===== src/rtl/crt_pkg.sv =====
package crt_pkg;
    localparam int DEF_WIDTH = 16;
    localparam int DEF_SYNC  = 2;

    typedef enum logic [1:0] {
        ACT_HOLD,
        ACT_UP,
        ACT_DOWN,
        ACT_LOAD
    } cnt_act_e;
endpackage


===== src/rtl/crt_edge_sync.sv =====
module crt_edge_sync #(
    parameter int STAGES = crt_pkg::DEF_SYNC
) (
    input  logic clk,
    input  logic rst_n,
    input  logic pin_i,
    output logic lvl_o,
    output logic fall_o
);
    localparam int LAST = STAGES - 1;

    logic [STAGES-1:0] sh_q, sh_d;
    logic              prev_q, prev_d;

    generate
        if (STAGES > 1) begin : g_chain
            always_comb sh_d = {sh_q[STAGES-2:0], pin_i};
        end else begin : g_single
            always_comb sh_d = pin_i;
        end
    endgenerate

    always_comb prev_d = sh_q[LAST];

    always_ff @(posedge clk or negedge rst_n) begin
        if (!rst_n) begin
            sh_q   <= '0;
            prev_q <= 1'b0;
        end else begin
            sh_q   <= sh_d;
            prev_q <= prev_d;
        end
    end

    assign lvl_o  = sh_q[LAST];
    assign fall_o = prev_q & ~sh_q[LAST];

    // a recognised edge is a single-cycle pulse
    a_r10_fall_single : assert property (@(posedge clk) disable iff (!rst_n)
        fall_o |=> !fall_o);
endmodule


===== src/rtl/crt_engine.sv =====
module crt_engine
    import crt_pkg::*;
#(
    parameter int WIDTH = crt_pkg::DEF_WIDTH
) (
    input  logic             clk,
    input  logic             rst_n,
    input  logic             step_i,
    input  logic             ctl_fall_i,
    input  logic             ctl_lvl_i,
    input  logic             cap_mode_i,
    input  logic             ext_en_i,
    input  logic             updn_en_i,
    input  logic             cnt_wr_i,
    input  logic [WIDTH-1:0] cnt_wdata_i,
    input  logic             rld_wr_i,
    input  logic [WIDTH-1:0] rld_wdata_i,
    input  logic             ovf_clr_i,
    input  logic             ext_clr_i,
    output logic [WIDTH-1:0] cnt_o,
    output logic [WIDTH-1:0] rld_o,
    output logic             ovf_o,
    output logic             ext_o,
    output logic             irq_o
);
    localparam logic [WIDTH-1:0] ALL_ONES = {WIDTH{1'b1}};

    typedef struct packed {
        logic [WIDTH-1:0] cnt;
        logic [WIDTH-1:0] rld;
        logic             ovf;
        logic             ext;
    } state_t;

    state_t   st_q, st_d;
    cnt_act_e act;
    logic     ud_mode, frc_rld, cap_evt, wrap_evt, ext_base;
    logic [WIDTH-1:0] load_val;

    always_comb begin
        ud_mode  = ~cap_mode_i & updn_en_i;
        frc_rld  = ~cap_mode_i & ~updn_en_i & ext_en_i & ctl_fall_i;
        cap_evt  = cap_mode_i & ext_en_i & ctl_fall_i;
        wrap_evt = 1'b0;
        load_val = st_q.rld;
        act      = ACT_HOLD;

        if (cnt_wr_i) begin
            act      = ACT_LOAD;
            load_val = cnt_wdata_i;
        end else if (frc_rld) begin
            act      = ACT_LOAD;
            load_val = st_q.rld;
        end else if (step_i) begin
            if (!ud_mode || ctl_lvl_i) begin
                if (st_q.cnt == ALL_ONES) begin
                    wrap_evt = 1'b1;
                    act      = ACT_LOAD;
                    load_val = cap_mode_i ? '0 : st_q.rld;
                end else begin
                    act = ACT_UP;
                end
            end else begin
                if (st_q.cnt == st_q.rld) begin
                    wrap_evt = 1'b1;
                    act      = ACT_LOAD;
                    load_val = ALL_ONES;
                end else begin
                    act = ACT_DOWN;
                end
            end
        end

        st_d = st_q;
        unique case (act)
            ACT_UP:   st_d.cnt = st_q.cnt + 1'b1;
            ACT_DOWN: st_d.cnt = st_q.cnt - 1'b1;
            ACT_LOAD: st_d.cnt = load_val;
            default:  st_d.cnt = st_q.cnt;
        endcase

        if (rld_wr_i)     st_d.rld = rld_wdata_i;
        else if (cap_evt) st_d.rld = st_q.cnt;

        st_d.ovf = (st_q.ovf & ~ovf_clr_i) | wrap_evt;
        ext_base = st_q.ext & ~ext_clr_i;
        if (ud_mode) st_d.ext = ext_base ^ wrap_evt;
        else         st_d.ext = ext_base | cap_evt | frc_rld;
    end

    always_ff @(posedge clk or negedge rst_n) begin
        if (!rst_n) st_q <= '0;
        else        st_q <= st_d;
    end

    assign cnt_o = st_q.cnt;
    assign rld_o = st_q.rld;
    assign ovf_o = st_q.ovf;
    assign ext_o = st_q.ext;
    assign irq_o = st_q.ovf | (st_q.ext & ~ud_mode);

    // a count write lands regardless of stepping
    a_r9_write_wins : assert property (@(posedge clk) disable iff (!rst_n)
        cnt_wr_i |=> cnt_o == $past(cnt_wdata_i));
    // up overflow in capture mode wraps to zero and flags
    a_r3_cap_wrap : assert property (@(posedge clk) disable iff (!rst_n)
        (step_i && cap_mode_i && !cnt_wr_i && cnt_o == ALL_ONES)
        |=> (cnt_o == '0) && ovf_o);
    // down step at the reload value loads all ones
    a_r6_underflow : assert property (@(posedge clk) disable iff (!rst_n)
        (step_i && !cap_mode_i && updn_en_i && !ctl_lvl_i && !cnt_wr_i
         && cnt_o == rld_o) |=> (cnt_o == ALL_ONES) && ovf_o);
    // a capture copies the count
    a_r4_capture : assert property (@(posedge clk) disable iff (!rst_n)
        (cap_mode_i && ext_en_i && ctl_fall_i && !rld_wr_i)
        |=> (rld_o == $past(cnt_o)) && ext_o);
    // flags hold without a clear
    a_r8_ovf_sticky : assert property (@(posedge clk) disable iff (!rst_n)
        (ovf_o && !ovf_clr_i) |=> ovf_o);
    // up/down wrap toggles the external flag
    a_r7_ext_toggle : assert property (@(posedge clk) disable iff (!rst_n)
        (step_i && !cap_mode_i && updn_en_i && ctl_lvl_i && !cnt_wr_i
         && !ext_clr_i && cnt_o == ALL_ONES) |=> ext_o != $past(ext_o));
endmodule


===== src/rtl/cap_reload_timer.sv =====
module cap_reload_timer #(
    parameter int WIDTH       = crt_pkg::DEF_WIDTH,
    parameter int SYNC_STAGES = crt_pkg::DEF_SYNC
) (
    input  logic             clk,
    input  logic             rst_n,
    input  logic             tick_i,
    input  logic             ext_src_i,
    input  logic             cnt_pin_i,
    input  logic             ctl_pin_i,
    input  logic             cap_mode_i,
    input  logic             ext_en_i,
    input  logic             updn_en_i,
    input  logic             cnt_wr_i,
    input  logic [WIDTH-1:0] cnt_wdata_i,
    input  logic             rld_wr_i,
    input  logic [WIDTH-1:0] rld_wdata_i,
    input  logic             ovf_clr_i,
    input  logic             ext_clr_i,
    output logic [WIDTH-1:0] cnt_o,
    output logic [WIDTH-1:0] rld_o,
    output logic             ovf_flag_o,
    output logic             ext_flag_o,
    output logic             irq_o
);
    logic cnt_lvl, cnt_fall, ctl_lvl, ctl_fall, step;

    crt_edge_sync #(.STAGES(SYNC_STAGES)) u_cnt_sync (
        .clk(clk), .rst_n(rst_n), .pin_i(cnt_pin_i),
        .lvl_o(cnt_lvl), .fall_o(cnt_fall)
    );

    crt_edge_sync #(.STAGES(SYNC_STAGES)) u_ctl_sync (
        .clk(clk), .rst_n(rst_n), .pin_i(ctl_pin_i),
        .lvl_o(ctl_lvl), .fall_o(ctl_fall)
    );

    assign step = ext_src_i ? cnt_fall : tick_i;

    crt_engine #(.WIDTH(WIDTH)) u_engine (
        .clk(clk), .rst_n(rst_n),
        .step_i(step), .ctl_fall_i(ctl_fall), .ctl_lvl_i(ctl_lvl),
        .cap_mode_i(cap_mode_i), .ext_en_i(ext_en_i), .updn_en_i(updn_en_i),
        .cnt_wr_i(cnt_wr_i), .cnt_wdata_i(cnt_wdata_i),
        .rld_wr_i(rld_wr_i), .rld_wdata_i(rld_wdata_i),
        .ovf_clr_i(ovf_clr_i), .ext_clr_i(ext_clr_i),
        .cnt_o(cnt_o), .rld_o(rld_o), .ovf_o(ovf_flag_o),
        .ext_o(ext_flag_o), .irq_o(irq_o)
    );

    // the level of the count pin only matters through its edges
    logic unused_lvl;
    assign unused_lvl = cnt_lvl;
endmodule


===== config.mk =====
export PLATFORM = sky130hd
export DESIGN_NAME = cap_reload_timer
export DESIGN_NICKNAME = d
export VERILOG_FILES = /design/src/rtl/crt_pkg.sv /design/src/rtl/crt_edge_sync.sv /design/src/rtl/crt_engine.sv /design/src/rtl/cap_reload_timer.sv
export SDC_FILE = /design/constraint.sdc
export NUM_CORES = 1
export LEC_CHECK = 0
export BUFFER_PORTS_ARGS = -buffer_cell sky130_fd_sc_hd__buf_4
export CAP_MARGIN = 25
export CORE_MARGIN = 2
export CORE_UTILIZATION = 48
export DETAILED_ROUTE_END_ITERATION = 10
export GPL_TIMING_DRIVEN = 0
export PLACE_DENSITY_LB_ADDON = 0.05
export RECOVER_POWER = 50
export SLEW_MARGIN = 20
export SYNTH_ARGS = -nofsm -noshare
export SYNTH_HDL_FRONTEND = slang
export SYNTH_SLANG_ARGS = --single-unit

===== constraint.sdc =====
create_clock -name clk -period 3 [get_ports clk]
set_input_delay 0.6 -clock clk [delete_from_list [all_inputs] [get_ports clk]]
set_output_delay 0.6 -clock clk [all_outputs]
set_load 0.01 [all_outputs]

==> results by group <==
Drt
  • TritonRoute pass-1 iters: 4
  • WL/cell: ~18 µm
  • DRT antenna net count: 0
  • DRC violations left: 0
  • Vias: between 3000 and 4000
  • DRT Wirelength: roughly 10000 µm
  • Via density: approximately 5.8
  • Drt initial violations: just under 200

Placed design
  • PortBufs: around 80
  • Pre-CTS setup slack: -0.537 ns
  • Post-DP HPWL: just under 7000 µm
  • GPL Wtd Cong: 0.843

Clock network
  • Root Driver: clkbuf_8
  • Clock Pin Slew Worst Setup and Hold Paths: 0.08 ns
  • CTS sink count: 40
  • Clock latency at the later pin of the worst-skew pair: 0.30 ns
  • Htree depth: 2
  • CTS tree: built
  • Cts bufs inserted: 5
  • Max clock buf depth: 2
  • Post-CTS Hold Fix Bufs: 0

Layout
  • Area Growth Syn to Fin: 44.1%
  • ANT cells: 0
  • Share of post-route cells with drive strength above 1: 0.436
  • Util after Layout: 0.705
  • Fin nets: between 500 and 600

Yosys
  • Post-Syn Instances: about 340
  • Ranking of synthesized cells by area: dfrtp_1 (33%), ha_1 (5.7%), mux2i_1 (5.6%), xor2_1 (5.5%), nand2_1 (5.3%)
  • Register bit total from synthesis: 40
  • Syn Area/Cell: 9.06 µm²
  • Yosys cell types: 61
  • Ys flop type: dfrtp_1
  • Post-synth EDFFs: 0
  • Synth top area share: 0.328
  • Synth Warn #: 0
  • Synthesized Nets: roughly 400
  • Area leader, netlist: dfrtp_1
  • Mapped cell area: 3050 µm²
  • Ys async rst share: 1.00
  • Most common cell in the netlist: nand2_1
  • Commonest cells post-synth: nand2_1 (43), dfrtp_1 (40), o21ai_0 (32)
  • Sequential-to-total area share from yosys stat: 0.328

Floorplan
  • Core area: about 6200 µm²
  • Initial Util: 0.489
  • Cell row count: 29
  • Die area: 7010 µm²
  • Ports: 80
  • Die Ht: 83.8 µm
  • Die Wd: between 80 and 90 µm

Timing
  • Unrepaired setup endpoints after global routing: true
  • Final worst path period share: 1.04
  • Final Critical Period: ~3.1 ns
  • Worst Skew: approximately 0.008 ns
  • Final setup fails: 5
  • Final Hold Fails: 0
  • Final setup TNS: -0.327 ns
  • Pins Over Slew Limit: 41
  • F_max: around 320 MHz
  • Relative slew slack: -0.506
  • Worst Max-Slew Pin Slew: 2.26 ns
  • PnR worst setup slack: -0.106 ns

Worst setup path
  • Req. time, crit path: between 3 and 4 ns
  • Critical path arrival: between 3 and 4 ns
  • CP Launch Point: u_engine.cnt_o[11]
  • Max FO, Critical Path: 7
  • Critical path startpoint category: register
  • Crit Reg-Reg Startpoint: u_engine.cnt_o[11]
  • Critical path class: register to register
  • CP endpoint kind: register

Power and ir drop
  • Total power: 0.00198 W
  • Pwr dens: ~450 nW/µm²
  • Pleak: about 2.0 nW
  • Peak VDD IR: between 0.0002 and 0.0003 V

Run status
  • Outcome: finished with violations
  • Violated checks: capacitance limit, slew limit, setup timing

Flow run
  • MaxCap Viol Count: 1

Min path
  • Hold path start: u_ctl_sync.sh_q[0]
  • Min-Delay Path Class: register to register

GRT
  • Initial antenna violation count: 0
  • Vias in the first global route: about 3000
  • GRT overflow: 0
  • Total GRT Usage: 0.273
  • Pin count of the biggest net entering global routing: between 40 and 50
  • First-pass GRT wire length: 15100 µm
state kept, by name, summed over array words and instances (netlist names):
name and cells:
u_cnt_sync.prev_q 1, u_ctl_sync.prev_q 1, u_engine.rld_o 16, u_engine.ovf_o 1
u_engine.ext_o 1, u_engine.cnt_o 16, u_ctl_sync.sh_q 2, u_cnt_sync.sh_q 2
repair_timing:
action / CTS / global route
endpoints found under the setup margin: 11 / 9
pin swaps: 17 / 25
hold endpoints to repair: 0 / 0
resized for setup: 29 / 20
buffers inserted: 15 / 24
metal layers:
layer | vias up | global-route usage | part of all wire
li1 | 1499 | - | -
met1 | 1522 | 0.364 | 0.44
met2 | 113 | 0.445 | 0.48
met3 | 19 | 0.0396 | 0.058
met4 | 0 | 0.111 | 0.019
met5 | - | 0 | 0
stage by stage:
step | hold WS [ns] | cell area (µm²) | cells
floorplan | 0.304 | 3110 | 337
global placement | 0.335 | 3800 | 493
detailed placement | 0.338 | 3800 | 493
CTS | 0.299 | 4160 | 516
global route | 0.361 | 4400 | 540
finish | 0.354 | 4400 | 540
cell type report:
cell class                 count  area (µm²)
timing repair buffer         118         875
clock inverter                 1        7.51
fill                         486        1840
buffer                        15        98.8
clock buffer                   7        86.3
inverter                       4        22.5
tap                           77        96.3
multi-input combinational    278        2190
sequential                    40        1020
where the power goes:
part,switching [W],leakage (nW),total (W),internal [W]
combinational,0.000434,1.50,0.000873,0.000439
sequential,0.000110,0.462,0.000726,0.000616
clock,0.000196,0.0445,0.000383,0.000187
critical path: stages (launching register included):
cell and delay, ns:
dfrtp_2 0.46, xor2_1 0.17, nor4_2 0.32, nand4_2 0.24, nand3_4 0.15, inv_8 0.06, ha_4 0.24, a2111oi_4 0.39
o21a_1 0.23, o211ai_1 0.14, nand4_1 0.14, and3_1 0.17, o21ai_1 0.06, a31oi_1 0.23
path summary, 6_finish.rpt:
path                       depth (start not counted)  slack [ns]                 end
setup / recovery                                  13       -0.11  u_engine.cnt_o[14]
hold / removal                                     0        0.35  u_ctl_sync.sh_q[1]
setup reg to reg                                  13       -0.11  u_engine.cnt_o[14]
hold reg to reg                                    0        0.35  u_ctl_sync.sh_q[1]
max in group asynchronous                          1        0.57   u_engine.cnt_o[3]
min in group asynchronous                          1        0.97  u_cnt_sync.sh_q[0]
cells in the final DEF (no fill, tap or decap), types with 5 or more instances in the layout:
master	instances
nand3_1	6
clkbuf_1	11
o21a_1	7
ha_1	5
nand2_1	42
clkbuf_8	6
o211ai_1	8
a31oi_1	10
a211o_2	8
xnor2_1	7
o21ai_0	29
xor2_1	17
mux2i_1	17
dfrtp_2	17
nand2b_1	8
buf_4	112
a21oi_1	10
ha_4	8
nor2_1	19
dfrtp_1	23
cells by family (layout without fill, tap and decap cells):
logic type	Yosys count	in the layout	share of synthesized area
AOI/OAI and AO/OA	109	109	0.243
xor gates and xnor gates	27	27	0.0775
adders and majority gates	15	15	0.0639
buffers and inverters	19	145	0.0373
DFF	40	40	0.328
muxes	18	18	0.0594
and+or+nand+nor	109	109	0.191
Note: power is estimated with default switching activity, not from simulation.
